File: src/rtl/rli_pkg.sv
package rli_pkg;

   // how a group chooses its reference link
   typedef enum logic {
      SEL_MANUAL = 1'b0,
      SEL_AUTO   = 1'b1
   } ref_sel_e;

   // width of an index able to address n items (at least 1 bit)
   function automatic int idx_w(input int n);
      return (n > 1) ? $clog2(n) : 1;
   endfunction

endpackage

File: src/rtl/rli_tick_timer.sv
module rli_tick_timer #(
   parameter int PERIOD_W = 20
) (
   input  logic                clk,
   input  logic                rst_n,
   input  logic                tick_i,
   input  logic [PERIOD_W-1:0] period_i,
   output logic                bnd_o
);
   localparam int CW = PERIOD_W + 1;

   if (PERIOD_W < 2) begin : g_bad_pw
      $error("rli_tick_timer: PERIOD_W must be at least 2");
   end

   logic [PERIOD_W-1:0] cnt_q;
   logic [CW-1:0]       limit;
   logic [CW-1:0]       nxt;

   assign limit = (period_i == '0) ? CW'(1) : {1'b0, period_i};
   assign nxt   = {1'b0, cnt_q} + CW'(1);
   assign bnd_o = tick_i && (nxt >= limit);

   always_ff @(posedge clk or negedge rst_n) begin
      if (!rst_n)      cnt_q <= '0;
      else if (bnd_o)  cnt_q <= '0;
      else if (tick_i) cnt_q <= cnt_q + PERIOD_W'(1);
   end


   cnt_hold_chk: assert property (@(posedge clk) disable iff (!rst_n)
      !tick_i |=> $stable(cnt_q));


   cnt_restart_chk: assert property (@(posedge clk) disable iff (!rst_n)
      bnd_o |=> (cnt_q == '0));

endmodule

File: src/rtl/rli_ref_track.sv
module rli_ref_track #(
   parameter int NUM_LINKS = 4,
   parameter int LINK_W    = 2,
   parameter int GRP_W     = 1,
   parameter int CTL_W     = 5,
   parameter int AUTO_BIT  = 4,
   parameter int GRP_ID    = 0
) (
   input  logic                      clk,
   input  logic                      rst_n,
   input  logic [NUM_LINKS-1:0]      icp_vld_i,
   input  logic [NUM_LINKS*LINK_W-1:0] icp_ref_i,
   input  logic [NUM_LINKS*GRP_W-1:0]  link_grp_i,
   input  logic [CTL_W-1:0]          ctl_i,
   input  logic                      bnd_i,
   output logic [LINK_W-1:0]         act_ref_o
);
   import rli_pkg::*;

   if (AUTO_BIT < LINK_W || AUTO_BIT >= CTL_W) begin : g_bad_ctl
      $error("rli_ref_track: AUTO_BIT must lie above the link field inside CTL_W");
   end

   logic [LINK_W-1:0] auto_q;
   logic [LINK_W-1:0] act_q;
   logic [LINK_W-1:0] hit_ref;
   logic [LINK_W-1:0] next_ref;
   logic              hit;
   ref_sel_e          mode;
   logic              ctl_unused;

   assign ctl_unused = ^ctl_i;
   assign mode = ref_sel_e'(ctl_i[AUTO_BIT]);

   // lowest-numbered member link wins: scan downward, last hit kept
   always_comb begin
      hit     = 1'b0;
      hit_ref = '0;
      for (int l = NUM_LINKS - 1; l >= 0; l--) begin
         if (icp_vld_i[l] && (link_grp_i[l*GRP_W +: GRP_W] == GRP_W'(GRP_ID))) begin
            hit     = 1'b1;
            hit_ref = icp_ref_i[l*LINK_W +: LINK_W];
         end
      end
   end

   assign next_ref = (mode == SEL_AUTO) ? auto_q : ctl_i[LINK_W-1:0];

   always_ff @(posedge clk or negedge rst_n) begin
      if (!rst_n) begin
         auto_q <= '0;
         act_q  <= '0;
      end else begin
         if (hit)   auto_q <= hit_ref;
         if (bnd_i) act_q  <= next_ref;
      end
   end

   assign act_ref_o = act_q;


   act_hold_chk: assert property (@(posedge clk) disable iff (!rst_n)
      !bnd_i |=> $stable(act_q));


   auto_hold_chk: assert property (@(posedge clk) disable iff (!rst_n)
      (icp_vld_i == '0) |=> $stable(auto_q));

endmodule

File: src/rtl/rli_cell_accum.sv
module rli_cell_accum #(
   parameter int NUM_LINKS = 4,
   parameter int LINK_W    = 2,
   parameter int CNT_W     = 16,
   parameter bit SATURATE  = 1'b1
) (
   input  logic                 clk,
   input  logic                 rst_n,
   input  logic [NUM_LINKS-1:0] cell_arr_i,
   input  logic [LINK_W-1:0]    act_ref_i,
   input  logic                 bnd_i,
   output logic [CNT_W-1:0]     rate_o,
   output logic                 done_o
);
   localparam logic [CNT_W-1:0] CNT_MAX = {CNT_W{1'b1}};

   if (CNT_W < 2) begin : g_bad_cw
      $error("rli_cell_accum: CNT_W must be at least 2");
   end

   logic [CNT_W-1:0] acc_q;
   logic [CNT_W-1:0] rate_q;
   logic             done_q;
   logic             inc;
   logic [CNT_W-1:0] sum;

   assign inc = cell_arr_i[act_ref_i];

   if (SATURATE) begin : g_sat
      assign sum = (acc_q == CNT_MAX) ? CNT_MAX : acc_q + CNT_W'(inc);


      acc_sat_chk: assert property (@(posedge clk) disable iff (!rst_n)
         (!bnd_i && acc_q == CNT_MAX) |=> (acc_q == CNT_MAX));
   end else begin : g_wrap
      assign sum = acc_q + CNT_W'(inc);
   end

   always_ff @(posedge clk or negedge rst_n) begin
      if (!rst_n) begin
         acc_q  <= '0;
         rate_q <= '0;
         done_q <= 1'b0;
      end else if (bnd_i) begin
         acc_q  <= '0;
         rate_q <= sum;
         done_q <= 1'b1;
      end else begin
         acc_q  <= sum;
         done_q <= 1'b0;
      end
   end

   assign rate_o = rate_q;
   assign done_o = done_q;


   rate_hold_chk: assert property (@(posedge clk) disable iff (!rst_n)
      !bnd_i |=> ($stable(rate_q) && !done_q));


   latch_restart_chk: assert property (@(posedge clk) disable iff (!rst_n)
      bnd_i |=> (done_q && acc_q == '0));

endmodule

File: src/rtl/ref_rate_integrator.sv
module ref_rate_integrator #(
   parameter int NUM_LINKS  = 4,
   parameter int NUM_GROUPS = 2,
   parameter int CNT_W      = 16,
   parameter int PERIOD_W   = 20,
   parameter int AUTO_BIT   = 4,
   parameter bit SATURATE   = 1'b1,
   parameter int LINK_W     = rli_pkg::idx_w(NUM_LINKS),
   parameter int GRP_W      = rli_pkg::idx_w(NUM_GROUPS),
   parameter int CTL_W      = AUTO_BIT + 1
) (
   input  logic                           clk,
   input  logic                           rst_n,
   input  logic                           tick_i,
   input  logic [NUM_LINKS-1:0]           cell_arr_i,
   input  logic [NUM_LINKS-1:0]           icp_vld_i,
   input  logic [NUM_LINKS*LINK_W-1:0]    icp_ref_i,
   input  logic [NUM_LINKS*GRP_W-1:0]     link_grp_i,
   input  logic [NUM_GROUPS*CTL_W-1:0]    ref_ctl_i,
   input  logic [NUM_GROUPS*PERIOD_W-1:0] period_i,
   output logic [NUM_GROUPS*CNT_W-1:0]    rate_o,
   output logic [NUM_GROUPS-1:0]          done_o
);
   if (NUM_LINKS < 2 || (NUM_LINKS & (NUM_LINKS - 1)) != 0) begin : g_bad_nl
      $error("ref_rate_integrator: NUM_LINKS must be a power of two, at least 2");
   end
   if (NUM_GROUPS < 1 || NUM_GROUPS > NUM_LINKS) begin : g_bad_ng
      $error("ref_rate_integrator: NUM_GROUPS must be between 1 and NUM_LINKS");
   end

   for (genvar g = 0; g < NUM_GROUPS; g++) begin : g_grp
      logic              bnd;
      logic [LINK_W-1:0] act_ref;

      rli_tick_timer #(
         .PERIOD_W (PERIOD_W)
      ) u_timer (
         .clk      (clk),
         .rst_n    (rst_n),
         .tick_i   (tick_i),
         .period_i (period_i[g*PERIOD_W +: PERIOD_W]),
         .bnd_o    (bnd)
      );

      rli_ref_track #(
         .NUM_LINKS (NUM_LINKS),
         .LINK_W    (LINK_W),
         .GRP_W     (GRP_W),
         .CTL_W     (CTL_W),
         .AUTO_BIT  (AUTO_BIT),
         .GRP_ID    (g)
      ) u_ref (
         .clk        (clk),
         .rst_n      (rst_n),
         .icp_vld_i  (icp_vld_i),
         .icp_ref_i  (icp_ref_i),
         .link_grp_i (link_grp_i),
         .ctl_i      (ref_ctl_i[g*CTL_W +: CTL_W]),
         .bnd_i      (bnd),
         .act_ref_o  (act_ref)
      );

      rli_cell_accum #(
         .NUM_LINKS (NUM_LINKS),
         .LINK_W    (LINK_W),
         .CNT_W     (CNT_W),
         .SATURATE  (SATURATE)
      ) u_acc (
         .clk        (clk),
         .rst_n      (rst_n),
         .cell_arr_i (cell_arr_i),
         .act_ref_i  (act_ref),
         .bnd_i      (bnd),
         .rate_o     (rate_o[g*CNT_W +: CNT_W]),
         .done_o     (done_o[g])
      );
   end

endmodule

File: config.mk
export PLATFORM = sky130hd
export DESIGN_NAME = ref_rate_integrator
export DESIGN_NICKNAME = d
export VERILOG_FILES = /design/src/rtl/rli_pkg.sv /design/src/rtl/rli_tick_timer.sv /design/src/rtl/rli_ref_track.sv /design/src/rtl/rli_cell_accum.sv /design/src/rtl/ref_rate_integrator.sv
export SDC_FILE = /design/constraint.sdc
export NUM_CORES = 1
export LEC_CHECK = 0
export ABC_AREA = 1
export BUFFER_PORTS_ARGS = -buffer_cell sky130_fd_sc_hd__buf_2
export CORE_MARGIN = 1.5
export CORE_UTILIZATION = 60
export DETAILED_ROUTE_END_ITERATION = 16
export PLACE_DENSITY = 0.83
export SYNTH_ARGS = -nofsm -noshare
export SYNTH_HDL_FRONTEND = slang
export SYNTH_HIERARCHICAL = 1
export SYNTH_SLANG_ARGS = --single-unit
File: constraint.sdc
create_clock -name clk -period 5.1 [get_ports clk]
set_clock_uncertainty 0.1 [all_clocks]
set_input_delay 1.53 -clock clk [delete_from_list [all_inputs] [get_ports clk]]
set_output_delay 1.53 -clock clk [all_outputs]
set_load 0.02 [all_outputs]
==> results by group <==
Setup path
  • Critical path origin: period_i[16]
  • Highest-delay cell along the critical path: inv_1
  • Crit path top cell by count: nand2_1
  • FF-to-FF path depth: 17
  • Crit path cell chain: buf_2 -> nor4_1 -> a41o_1 -> ha_1 -> nand4_1 -> nor2_1 -> nand3_1 -> nand2_1 -> a21oi_1 -> a21oi_2 -> inv_1 -> nand2_1 -> o21ai_1
  • Worst Path Required: 5330 ps
  • Reg-to-reg setup timing slack: 1460 ps
  • Worst setup path endpoint: g_grp[0].u_acc/rate_o[1]$_DFFE_PN0P_
  • Endpoint class of the critical path: flip-flop
  • Arrival time at the worst endpoint: approximately 4000 ps
  • Worst path max stage delay: ~600 ps
  • Worst-path maximum fanout: 26
  • R2r endpoint: g_grp[0].u_acc/rate_o[1]$_DFFE_PN0P_
  • CP Class: in -> reg
  • Worst R2R Start: g_grp[0].u_timer/cnt_q[0]$_DFFE_PN0P_
  • Startpoint Class: input port

Floorplan
  • Core box area: approximately 13000 um^2
  • # rows: between 40 and 50
  • I/O Pins: ~110
  • Die width: 118.6 um
  • Die Y: ~120 um
  • Starting density of the core: 0.6106
  • Die ar.: 14070 um^2

STA
  • Relative slew margins: 0.4811
  • Max-slew violation count: 0
  • Slew @ Worst Pin: between 700 and 800 ps
  • Fin. Hold Viols: 0
  • Crit path time final: between 3000 and 4000 ps
  • RSZ-0062 raised after global routing: false
  • Final Setup Violations: 0
  • Sum Neg Setup Slack: 0 ps
  • Fmax: approximately 270 MHz
  • Crit share post-route: 0.7185

CTS
  • Clock sinks: 114
  • CTS resizes: 0
  • Worst-skew pair later-pin latency: 420 ps
  • Clk slew on worst S/H paths: around 50 ps
  • Root Buffer: clkbuf_16
  • Clk buf depth: 2
  • Num CTS Buffers: 17
  • CTS H-tree lvls: 4
  • Number of hold buffers added after cts: 0
  • Post-CTS Setup Inserts: 0
  • CTS tree: yes

Yosys
  • Synth area leader: dfrtp_1
  • Avg Inst Size Synth: between 7 and 8 um^2
  • Synthesis Warnings: 6
  • Post-Synth Simple-Gate Area: 0.3886
  • Yosys cell types: 39
  • Count leader, synth: nand2_1
  • Largest cells by area after synthesis: dfrtp_1 36%, nand2_1 16%, ha_1 7.2%
  • Largest family of logic cells by synthesized area: simple AND/OR/NAND/NOR gates
  • Syn Nets: 1205
  • XOR/XNOR Fraction of Synth Area: 0.04882
  • Post-Synth Adder-Cell Area: 0.07175
  • Share of the synthesized area in compound gates (AO/OA/AOI/OAI): 0.05069
  • Most used DFF post-synth: dfrtp_1
  • Number of synthesized flops with an enable pin: 0
  • Post-synth top cells: 351 x nand2_1, 134 x inv_1, 114 x dfrtp_1, 97 x nor2_1, 61 x nand4_1
  • Post-synthesis mux area share: 0
  • Post-synth top area share: 0.3556
  • Post-Syn Area: 8021 um^2
  • Sequential area share after synthesis: 0.3556
  • Post-Synthesis Cells: between 1000 and 1500
  • Ys async rst share: 1.000
  • FF+latch count, synth: about 110

Global routing
  • Vias in the first global route: about 7000
  • Pin count of the biggest net entering global routing: between 100 and 150
  • GRT Residual Overflow: 0
  • Total GRT Usage: 0.2697
  • Wire length of the first global-routing pass: slightly above 30000 um
  • Initial antenna violation count: 0

Cells and area
  • # diodes: 0
  • # fillers: about 1100
  • Layout cells sized above 1: 0.1845
  • Layout area overhead: 14.44%
  • Non-Filler Instances: 1379
  • Nets: roughly 1300

Routing
  • Drt initial violations: roughly 500
  • DR vias/cell: around 5.3
  • Metal-1 WL: between 8000 and 9000 um
  • Met2 routed WL: a little under 9000 um
  • Routed length on met3: 1052 um
  • Vias: about 7400
  • Wirelength per Cell: between 10 and 15 um
  • Top Layer Used: met4
  • DR pass1 iterations: 7
  • Detailed Route WL: 18200 um
  • Routed Antenna Nets: 0
  • DRC violations left: 0

Placed design
  • I/O Buffers: approximately 100
  • DP HPWL: roughly 13000 um
  • Placed insts: 1347
  • Routability Congestion: slightly above 0.9

Power and ir drop
  • Logic pwr share: 0.253
  • PwrDens: between 300 and 400 nW/um^2
  • Max VDD drop: 0.2832 mV
  • Reg power frac: 0.396
  • Power Internal: about 2000 uW
  • Clock share of power: 0.351
  • Leak: 0.005090 uW
  • Sw frac: 0.3417
  • Switching power of the nets: 1019 uW

Worst hold path
  • Worst Hold Class: reg -> reg
  • Worst Hold Depth: 2

Run
  • Max-cap violations: 0

Outcome
  • Status: finished clean
==> registers in the layout, summed over array words and instances (netlist names) <==
register,flops
g_grp.u_acc/done_o,2
g_grp.u_ref/auto_q,4
g_grp.u_acc/acc_q,32
g_grp.u_timer/cnt_q,40
g_grp.u_acc/rate_o,32
g_grp.u_ref/act_ref_o,4
==> cell usage in the layout, fill, tap and decap left out, types with 7 or more instances in the layout <==
cell type / count
buf_4: 7
nor2_2: 17
xnor2_1: 19
a31oi_1: 8
o21ai_1: 12
inv_1: 134
dfrtp_1: 114
clkbuf_16: 17
nor2_1: 97
a21oi_1: 28
xor2_1: 22
ha_1: 46
o21ai_0: 8
nor2_4: 12
nand3_1: 51
nand2_2: 22
buf_2: 101
nand4_1: 61
nand2_1: 351
nand3_2: 12
clkbuf_1: 7
==> per-stage QoR <==
step                      power (uW)    util  area, um^2  hold WS (ps)  worst slack [ps]
final                           2983  0.6988        9180         369.0              1436
after global routing            3175  0.6988        9180         398.8              1072
after CTS                       2995  0.6988        9180         374.3              1419
after detailed placement        1932  0.6591        8660         360.3             995.0
after global placement          1902  0.6591        8660         356.6              1007
after floorplan                 1720       -        8021         348.7              1261
==> per-layer routing <==
layer	track usage	up-vias
li1	-	3697
met1	0.3516	3397
met2	0.4495	244
met3	0.05647	35
met4	0.08810	0
met5	0	-
==> kinds of logic after synthesis <==
| logic type | Yosys count |
|---|---|
| XOR/XNOR | 43 |
| flip-flops | 114 |
| AND/OR/NAND/NOR | 652 |
| adder cells (fa/ha/maj) | 46 |
| buffers and inverters | 161 |
| AO/OA/AOI/OAI | 70 |
==> worst min-delay path by stage <==
stage	to	slack, ps	from
finish	g_grp[1].u_acc/rate_o[15]$_DFFE_PN0P_	370	g_grp[1].u_acc/rate_o[15]$_DFFE_PN0P_
global route	g_grp[1].u_acc/rate_o[9]$_DFFE_PN0P_	400	g_grp[1].u_acc/rate_o[9]$_DFFE_PN0P_
CTS	g_grp[1].u_acc/rate_o[15]$_DFFE_PN0P_	370	g_grp[1].u_acc/rate_o[15]$_DFFE_PN0P_
detailed placement	g_grp[1].u_acc/rate_o[15]$_DFFE_PN0P_	360	g_grp[1].u_acc/rate_o[15]$_DFFE_PN0P_
global placement	g_grp[1].u_acc/rate_o[15]$_DFFE_PN0P_	360	g_grp[1].u_acc/rate_o[15]$_DFFE_PN0P_
floorplan	g_grp[0].u_ref/auto_q[0]$_DFFE_PN0P_	350	g_grp[0].u_ref/auto_q[0]$_DFFE_PN0P_
==> critical path: cells and delay by family <==
kind	cells	cell delay (ps)
AOI/OAI and AO/OA	4	760
adders and majority gates	1	220
and+or+nand+nor	6	660
buffers and inverters	2	720
==> power groups by stage <==
stage          registers, uW  clock network, uW  logic [uW]
2_1_floorplan           1160                  0         555
3_3_place_gp            1180                  0         717
3_5_place_dp            1190                  0         745
4_1_cts                 1180               1060         753
5_1_grt                 1200               1110         864
6_report                1180               1050         753
==> layout make-up <==
class	count	area (um^2)	area share
inverters	137	514.2	0.05602
well taps	176	220.2	0.02399
multi-input cells	811	4494	0.4896
repair buffers	109	578.1	0.06297
clock buffers	27	493.0	0.05370
flip-flops and latches	114	2853	0.3108
clock inverters	5	27.53	0.002999
(Power assumes the default switching activity.)
